## src/rtl/irq_vec_pkg.sv

```systemverilog
package irq_vec_pkg;
   localparam int NUM_SRC  = 6;
   localparam int NUM_EDGE = 3;
   localparam int SRC_IDX_W = $clog2(NUM_SRC);

   typedef enum logic [2:0] {
      SRC_CMP0 = 3'd0,
      SRC_CMP1 = 3'd1,
      SRC_EXT  = 3'd2,
      SRC_TMR0 = 3'd3,
      SRC_TMR1 = 3'd4,
      SRC_ADC  = 3'd5
   } irq_src_e;
endpackage

```

## src/rtl/irq_fall_detect.sv

```systemverilog
module irq_fall_detect #(
   parameter int N           = 3,
   parameter int SYNC_STAGES = 0
) (
   input  logic         clk,
   input  logic         rst_n,
   input  logic [N-1:0] din,
   output logic [N-1:0] fall
);
   logic [N-1:0] src;
   logic [N-1:0] cur_q;
   logic [N-1:0] prev_q;

   generate
      if (SYNC_STAGES == 0) begin : g_direct
         assign src = din;
      end else begin : g_sync
         logic [N-1:0] sync_q [SYNC_STAGES];
         always_ff @(posedge clk or negedge rst_n) begin
            if (!rst_n) begin
               for (int s = 0; s < SYNC_STAGES; s++) sync_q[s] <= '0;
            end else begin
               sync_q[0] <= din;
               for (int s = 1; s < SYNC_STAGES; s++) sync_q[s] <= sync_q[s-1];
            end
         end
         assign src = sync_q[SYNC_STAGES-1];
      end
   endgenerate

   always_ff @(posedge clk or negedge rst_n) begin
      if (!rst_n) begin
         cur_q  <= '0;
         prev_q <= '0;
      end else begin
         cur_q  <= src;
         prev_q <= cur_q;
      end
   end

   assign fall = prev_q & ~cur_q;
endmodule

```

## src/rtl/irq_prio_pick.sv

```systemverilog
module irq_prio_pick #(
   parameter int N     = 6,
   parameter int IDX_W = $clog2(N)
) (
   input  logic [N-1:0]     req,
   output logic             any,
   output logic [IDX_W-1:0] idx,
   output logic [N-1:0]     grant
);
   always_comb begin
      idx = '0;
      for (int i = N - 1; i >= 0; i--) begin
         if (req[i]) idx = IDX_W'(i);
      end
   end

   assign any   = |req;
   assign grant = any ? (N'(1) << idx) : '0;
endmodule

```

## src/rtl/irq_flag_bank.sv

```systemverilog
module irq_flag_bank
   import irq_vec_pkg::*;
(
   input  logic               clk,
   input  logic               rst_n,
   input  logic               wr_en,
   input  logic               wr_addr,
   input  logic [6:0]         wr_data,
   input  logic [NUM_SRC-1:0] hw_set,
   input  logic               ack_fire,
   input  logic [NUM_SRC-1:0] ack_grant,
   output logic               gie_q,
   output logic [NUM_SRC-1:0] en_q,
   output logic [NUM_SRC-1:0] flag_q
);
   logic               gie_d;
   logic [NUM_SRC-1:0] en_d;
   logic [NUM_SRC-1:0] flag_d;

   always_comb begin
      gie_d  = gie_q;
      en_d   = en_q;
      flag_d = flag_q;
      if (wr_en) begin
         if (wr_addr == 1'b0) begin
            gie_d       = wr_data[0];
            en_d[2:0]   = wr_data[3:1];
            flag_d[2:0] = wr_data[6:4];
         end else begin
            en_d[5:3]   = wr_data[2:0];
            flag_d[5:3] = wr_data[6:4];
         end
      end
      if (ack_fire) begin
         gie_d  = 1'b0;
         flag_d = flag_d & ~ack_grant;
      end
      flag_d = flag_d | hw_set;
   end

   always_ff @(posedge clk or negedge rst_n) begin
      if (!rst_n) begin
         gie_q  <= 1'b0;
         en_q   <= '0;
         flag_q <= '0;
      end else begin
         gie_q  <= gie_d;
         en_q   <= en_d;
         flag_q <= flag_d;
      end
   end
endmodule

```

## src/rtl/irq_vector_ctrl.sv

```systemverilog
module irq_vector_ctrl
   import irq_vec_pkg::*;
#(
   parameter int VEC_W       = 8,
   parameter int VEC_BASE    = 4,
   parameter int VEC_STEP    = 4,
   parameter int SYNC_STAGES = 0
) (
   input  logic             clk,
   input  logic             rst_n,
   input  logic             reg_wr_en,
   input  logic             reg_addr,
   input  logic [7:0]       reg_wdata,
   output logic [7:0]       reg_rdata,
   input  logic             cmp0_in,
   input  logic             cmp1_in,
   input  logic             ext_in,
   input  logic             tmr0_ovf,
   input  logic             tmr1_ovf,
   input  logic             adc_done,
   input  logic             stack_full,
   output logic             call_req,
   output logic [VEC_W-1:0] call_vec,
   input  logic             call_ack,
   output logic             wake
);
   localparam int VEC_LAST = VEC_BASE + (NUM_SRC - 1) * VEC_STEP;

   generate
      if (VEC_LAST >= (1 << VEC_W)) begin : g_bad_vec_w
         $error("irq_vector_ctrl: VEC_W too narrow for the last vector");
      end
      if (VEC_STEP < 1) begin : g_bad_step
         $error("irq_vector_ctrl: VEC_STEP must be positive");
      end
      if (SYNC_STAGES < 0) begin : g_bad_sync
         $error("irq_vector_ctrl: SYNC_STAGES must not be negative");
      end
   endgenerate

   logic [NUM_EDGE-1:0]  edge_fall;
   logic [NUM_SRC-1:0]   hw_set;
   logic                 gie_q;
   logic [NUM_SRC-1:0]   en_q;
   logic [NUM_SRC-1:0]   flag_q;
   logic [NUM_SRC-1:0]   eligible;
   logic                 any_elig;
   logic [SRC_IDX_W-1:0] win_idx;
   logic [NUM_SRC-1:0]   win_grant;
   logic                 ack_fire;
   logic                 unused_wbit;

   assign unused_wbit = reg_wdata[7];

   irq_fall_detect #(
      .N           (NUM_EDGE),
      .SYNC_STAGES (SYNC_STAGES)
   ) u_fall (
      .clk   (clk),
      .rst_n (rst_n),
      .din   ({ext_in, cmp1_in, cmp0_in}),
      .fall  (edge_fall)
   );

   assign hw_set = {adc_done, tmr1_ovf, tmr0_ovf, edge_fall};

   irq_flag_bank u_bank (
      .clk       (clk),
      .rst_n     (rst_n),
      .wr_en     (reg_wr_en),
      .wr_addr   (reg_addr),
      .wr_data   (reg_wdata[6:0]),
      .hw_set    (hw_set),
      .ack_fire  (ack_fire),
      .ack_grant (win_grant),
      .gie_q     (gie_q),
      .en_q      (en_q),
      .flag_q    (flag_q)
   );

   assign eligible = en_q & flag_q;

   irq_prio_pick #(
      .N     (NUM_SRC),
      .IDX_W (SRC_IDX_W)
   ) u_pick (
      .req   (eligible),
      .any   (any_elig),
      .idx   (win_idx),
      .grant (win_grant)
   );

   assign call_req = gie_q & any_elig & ~stack_full;
   assign ack_fire = call_ack & call_req;
   assign wake     = any_elig;
   assign call_vec = any_elig ?
                     (VEC_W'(VEC_BASE) + VEC_W'(win_idx) * VEC_W'(VEC_STEP)) : '0;

   always_comb begin
      if (reg_addr == 1'b0)
         reg_rdata = {1'b0, flag_q[2:0], en_q[2:0], gie_q};
      else
         reg_rdata = {1'b0, flag_q[5:3], 1'b0, en_q[5:3]};
   end
endmodule

```

## config.mk

```make
export PLATFORM = sky130hd
export DESIGN_NAME = irq_vector_ctrl
export DESIGN_NICKNAME = d
export VERILOG_FILES = /design/src/rtl/irq_vec_pkg.sv /design/src/rtl/irq_fall_detect.sv /design/src/rtl/irq_prio_pick.sv /design/src/rtl/irq_flag_bank.sv /design/src/rtl/irq_vector_ctrl.sv
export SDC_FILE = /design/constraint.sdc
export NUM_CORES = 1
export LEC_CHECK = 0
export BUFFER_PORTS_ARGS = -buffer_cell sky130_fd_sc_hd__buf_4
export CAP_MARGIN = 0
export CELL_PAD_IN_SITES_DETAIL_PLACEMENT = 0
export CELL_PAD_IN_SITES_GLOBAL_PLACEMENT = 1
export CORE_MARGIN = 1
export CORE_UTILIZATION = 38
export CTS_CLUSTER_SIZE = 30
export DETAILED_ROUTE_END_ITERATION = 6
export PLACE_DENSITY_LB_ADDON = 0.1
export SETUP_SLACK_MARGIN = 0.02
export SYNTH_ARGS = -nofsm -noshare
export SYNTH_HDL_FRONTEND = slang
export SYNTH_SLANG_ARGS = --single-unit
```

## constraint.sdc

```tcl
create_clock -name clk -period 3.02 [get_ports clk]
set_clock_uncertainty 0.2 [all_clocks]
set_input_delay 0.302 -clock clk [delete_from_list [all_inputs] [get_ports clk]]
set_output_delay 0.302 -clock clk [all_outputs]
set_load 0.01 [all_outputs]
```

==> metrics.md <==
| Metric | Value |
|---|---|
| Clk root buf | `clkbuf_4` |
| Final nets | `161` |
| CP Capture Type | `primary output` |
| P_leak | `0.665 nW` |
| Crit path buf inv count | `1` |
| Least-Margin Pin Slew | `0.819 ns` |
| HP Class | `in2reg` |
| DP Area | `0.00130 mm²` |
| Vias in the first global route | `770` |
| Clk_lat worst skew | `0.30 ns` |
| Achievable Freq | `0.401 GHz` |
| First-pass GRT wire length | `3710 µm` |
| Largest stage delay, worst path | `0.43 ns` |
| DRC | `0` |
| Int Power | `0.451 mW` |
| Final number of max-transition violations | `0` |
| Initial antenna violation count | `0` |
| Synth warn | `0` |
| Crit path top cell by count | `ha_1` |
| Final instance area | `0.00139 mm²` |
| NetSw | `0.218 mW` |
| Post-CTS setup buffers | `0` |
| Core Rows | `18` |
| Post-synth cell types | `30` |
| # fillers | `244` |
| RSZ-0062 raised after global routing | `false` |
| Seq/Total Area, Yosys | `44.2%` |
| Die Ht | `55.2 µm` |
| Post-CTS Resized | `0` |
| Max Cap Viol | `0` |
| Chip width | `55.2 µm` |
| Req. time, crit path | `2.52 ns` |
| # IOs | `38` |
| Via total after detailed routing | `859` |
| Core area | `0.00257 mm²` |
| Largest net degree at the start of global routing | `20` |
| Hold Vio Cnt, Final | `0` |
| Combinational share of power | `34.3%` |
| DR vias/cell | `5.17` |
| Cell Area, Synth | `0.00107 mm²` |
| Worst VDD drop | `269 µV` |
| Grt ovf | `0` |
| Most common cell after layout, fill and taps aside | `buf_4` |
| Hpwl dp | `1750 µm` |
| Cell family with most CP delay | `simple AND/OR/NAND/NOR gates` |
| Most frequent cells in the layout | `30 x buf_4, 19 x dfrtp_1, 12 x mux2_2, 7 x inv_1, 7 x nand2_1` |
| Htree depth | `1` |
| Register share of total power | `46.0%` |
| Placer Congestion | `0.838` |
| CP max stage cell | `dfrtp_1` |
| Worst Path Class, Setup | `reg2out` |
| Sw frac | `32.6%` |
| Startpoint types | `flip-flop` |
| Crit path cell chain | `and2_2 -> o211ai_1 -> and3_1 -> ha_1 -> ha_1 -> nor2_1 -> buf_4` |
| Clock slew at reported path FFs | `0.11 ns` |
| # setup viols final | `0` |
| Placed cells | `156` |
| Starting density of the core | `41.9%` |
| PwrDens | `483 mW/mm²` |
| Finished Layout Cells | `166` |
| Clk sinks | `19` |
| Status | `complete, no violations` |
| Inserted Clock Buffers | `3` |
| Diode count | `0` |
| Pre-antenna DRT Iters | `4` |
| Die area | `0.00304 mm²` |
| Post-route clock period utilization | `82.6%` |
| Wire per inst | `13.9 µm` |
| Tmin final | `2.49 ns` |
| DR iter-0 viols | `5` |
| CTS max path bufs | `2` |
| Worst-path fanout max | `4` |
| Synth-to-layout area growth | `29.0%` |
| CTS tree | `yes` |
| I/O Buffers | `30` |
| Share of cells above drive strength 1 | `36.8%` |
| Crit path arrival time | `1.99 ns` |
| Routed Antenna Nets | `0` |
| Wirelength, routed | `2310 µm` |
| Post-CTS Hold Fix Bufs | `6` |
| Max-slew headroom | `45.3%` |
| FF+latch count, synth | `19` |
| Syn Inst Count | `99` |
| Syn avg cell area | `10.9 µm²` |
| Clock share of power | `19.7%` |
| Fin Setup TNS | `0 ns` |
| GRT Total Usage | `17.9%` |
area by class of cell:
| cell class | instances | area, µm² | area share (%) |
|---|---|---|---|
| inverter | 7 | 26.3 | 1.90 |
| clock inverter | 1 | 5.00 | 0.361 |
| timing repair buffer | 36 | 285 | 20.6 |
| multi-input combinational | 70 | 534 | 38.5 |
| tap | 30 | 37.5 | 2.71 |
| clock buffer | 3 | 22.5 | 1.62 |
| sequential | 19 | 475 | 34.3 |
worst register-to-register path: stages (launching register included):
cell and delay, ns:
dfrtp_1 0.43, and2_2 0.20, o211ai_1 0.18, and3_1 0.26, ha_1 0.18, a41oi_1 0.09
or2_1 0.21
logic make-up after synthesis:
kind of cell / share of synthesized area [%]
AO/OA/AOI/OAI: 10.6
flip-flops: 44.2
buffers and inverters: 7.80
adder cells (fa/ha/maj): 4.66
multiplexers: 17.2
other: 0.349
AND/OR/NAND/NOR: 15.1
per-layer routing:
metal  part of all wire [%]  up-vias  global-route usage [%]
li1                       -      413                       -
met1                     46      409                    22.0
met2                     47       29                    29.7
met3                    4.5        8                    2.46
met4                    2.9        0                    10.0
met5                      0        -                       0
sequential cells by signal, summed over array words and instances (netlist names):
signal and flops:
u_bank.gie_q 1, u_bank.flag_q 6, u_fall.prev_q 3, u_fall.cur_q 3, u_bank.en_q 6
cell usage after synthesis:
cell	n	area (µm²)
o21bai_1	1	7.51
and3_1	4	25.0
and3b_1	1	8.76
dfrtp_1	19	475
inv_1	7	26.3
o22ai_1	4	25.0
or2_1	1	6.26
a211oi_1	1	7.51
buf_2	1	5.00
nor2_2	1	6.26
buf_4	7	52.6
nor3_4	1	16.3
mux2i_1	5	50.1
nor2_1	6	22.5
conb_1	1	3.75
and2_2	1	7.51
nor2b_1	3	18.8
a41oi_1	1	8.76
a22oi_1	1	7.51
nand3_1	2	10.0
ha_1	4	50.1
mux2_2	12	135
a311oi_1	1	8.76
a31oi_1	1	6.26
a22o_1	2	17.5
nand3b_1	1	7.51
a22o_4	1	17.5
nand2_1	7	26.3
nor3b_1	1	7.51
o211ai_1	1	7.51
path summary, 6_finish.rpt:
path                                   from               end  slack [ns]  cells past startpoint
setup / recovery           u_bank.flag_q[4]       call_vec[4]        0.53                      7
hold / removal                 reg_wdata[3]    u_bank.en_q[2]        0.03                      2
setup reg to reg           u_bank.flag_q[4]  u_bank.flag_q[5]        1.16                      6
hold reg to reg             u_fall.cur_q[1]  u_fall.prev_q[1]        0.19                      0
max in group asynchronous             rst_n  u_bank.flag_q[3]        2.22                      2
min in group asynchronous             rst_n  u_fall.prev_q[2]        0.20                      2
per-stage QoR:
step	total power, mW	hold slack [ns]	utilization (%)	setup WS [ns]
after floorplan	0.447	-0.194	-	1.00
after global placement	0.534	-0.00867	50.6	0.873
after detailed placement	0.539	-0.00799	50.6	0.849
after CTS	0.681	0.0187	54.0	0.492
after global routing	0.719	0.0215	54.0	0.391
final	0.669	0.0280	54.0	0.527
power groups by stage:
stage               Sequential (mW)  Clock [mW]  Combinational (mW)
floorplan                     0.305           0               0.142
global placement              0.313           0               0.221
detailed placement            0.314           0               0.225
CTS                           0.309       0.140               0.233
global route                  0.314       0.151               0.254
finish                        0.308       0.132               0.230
Power figures use the tool's default switching activity.
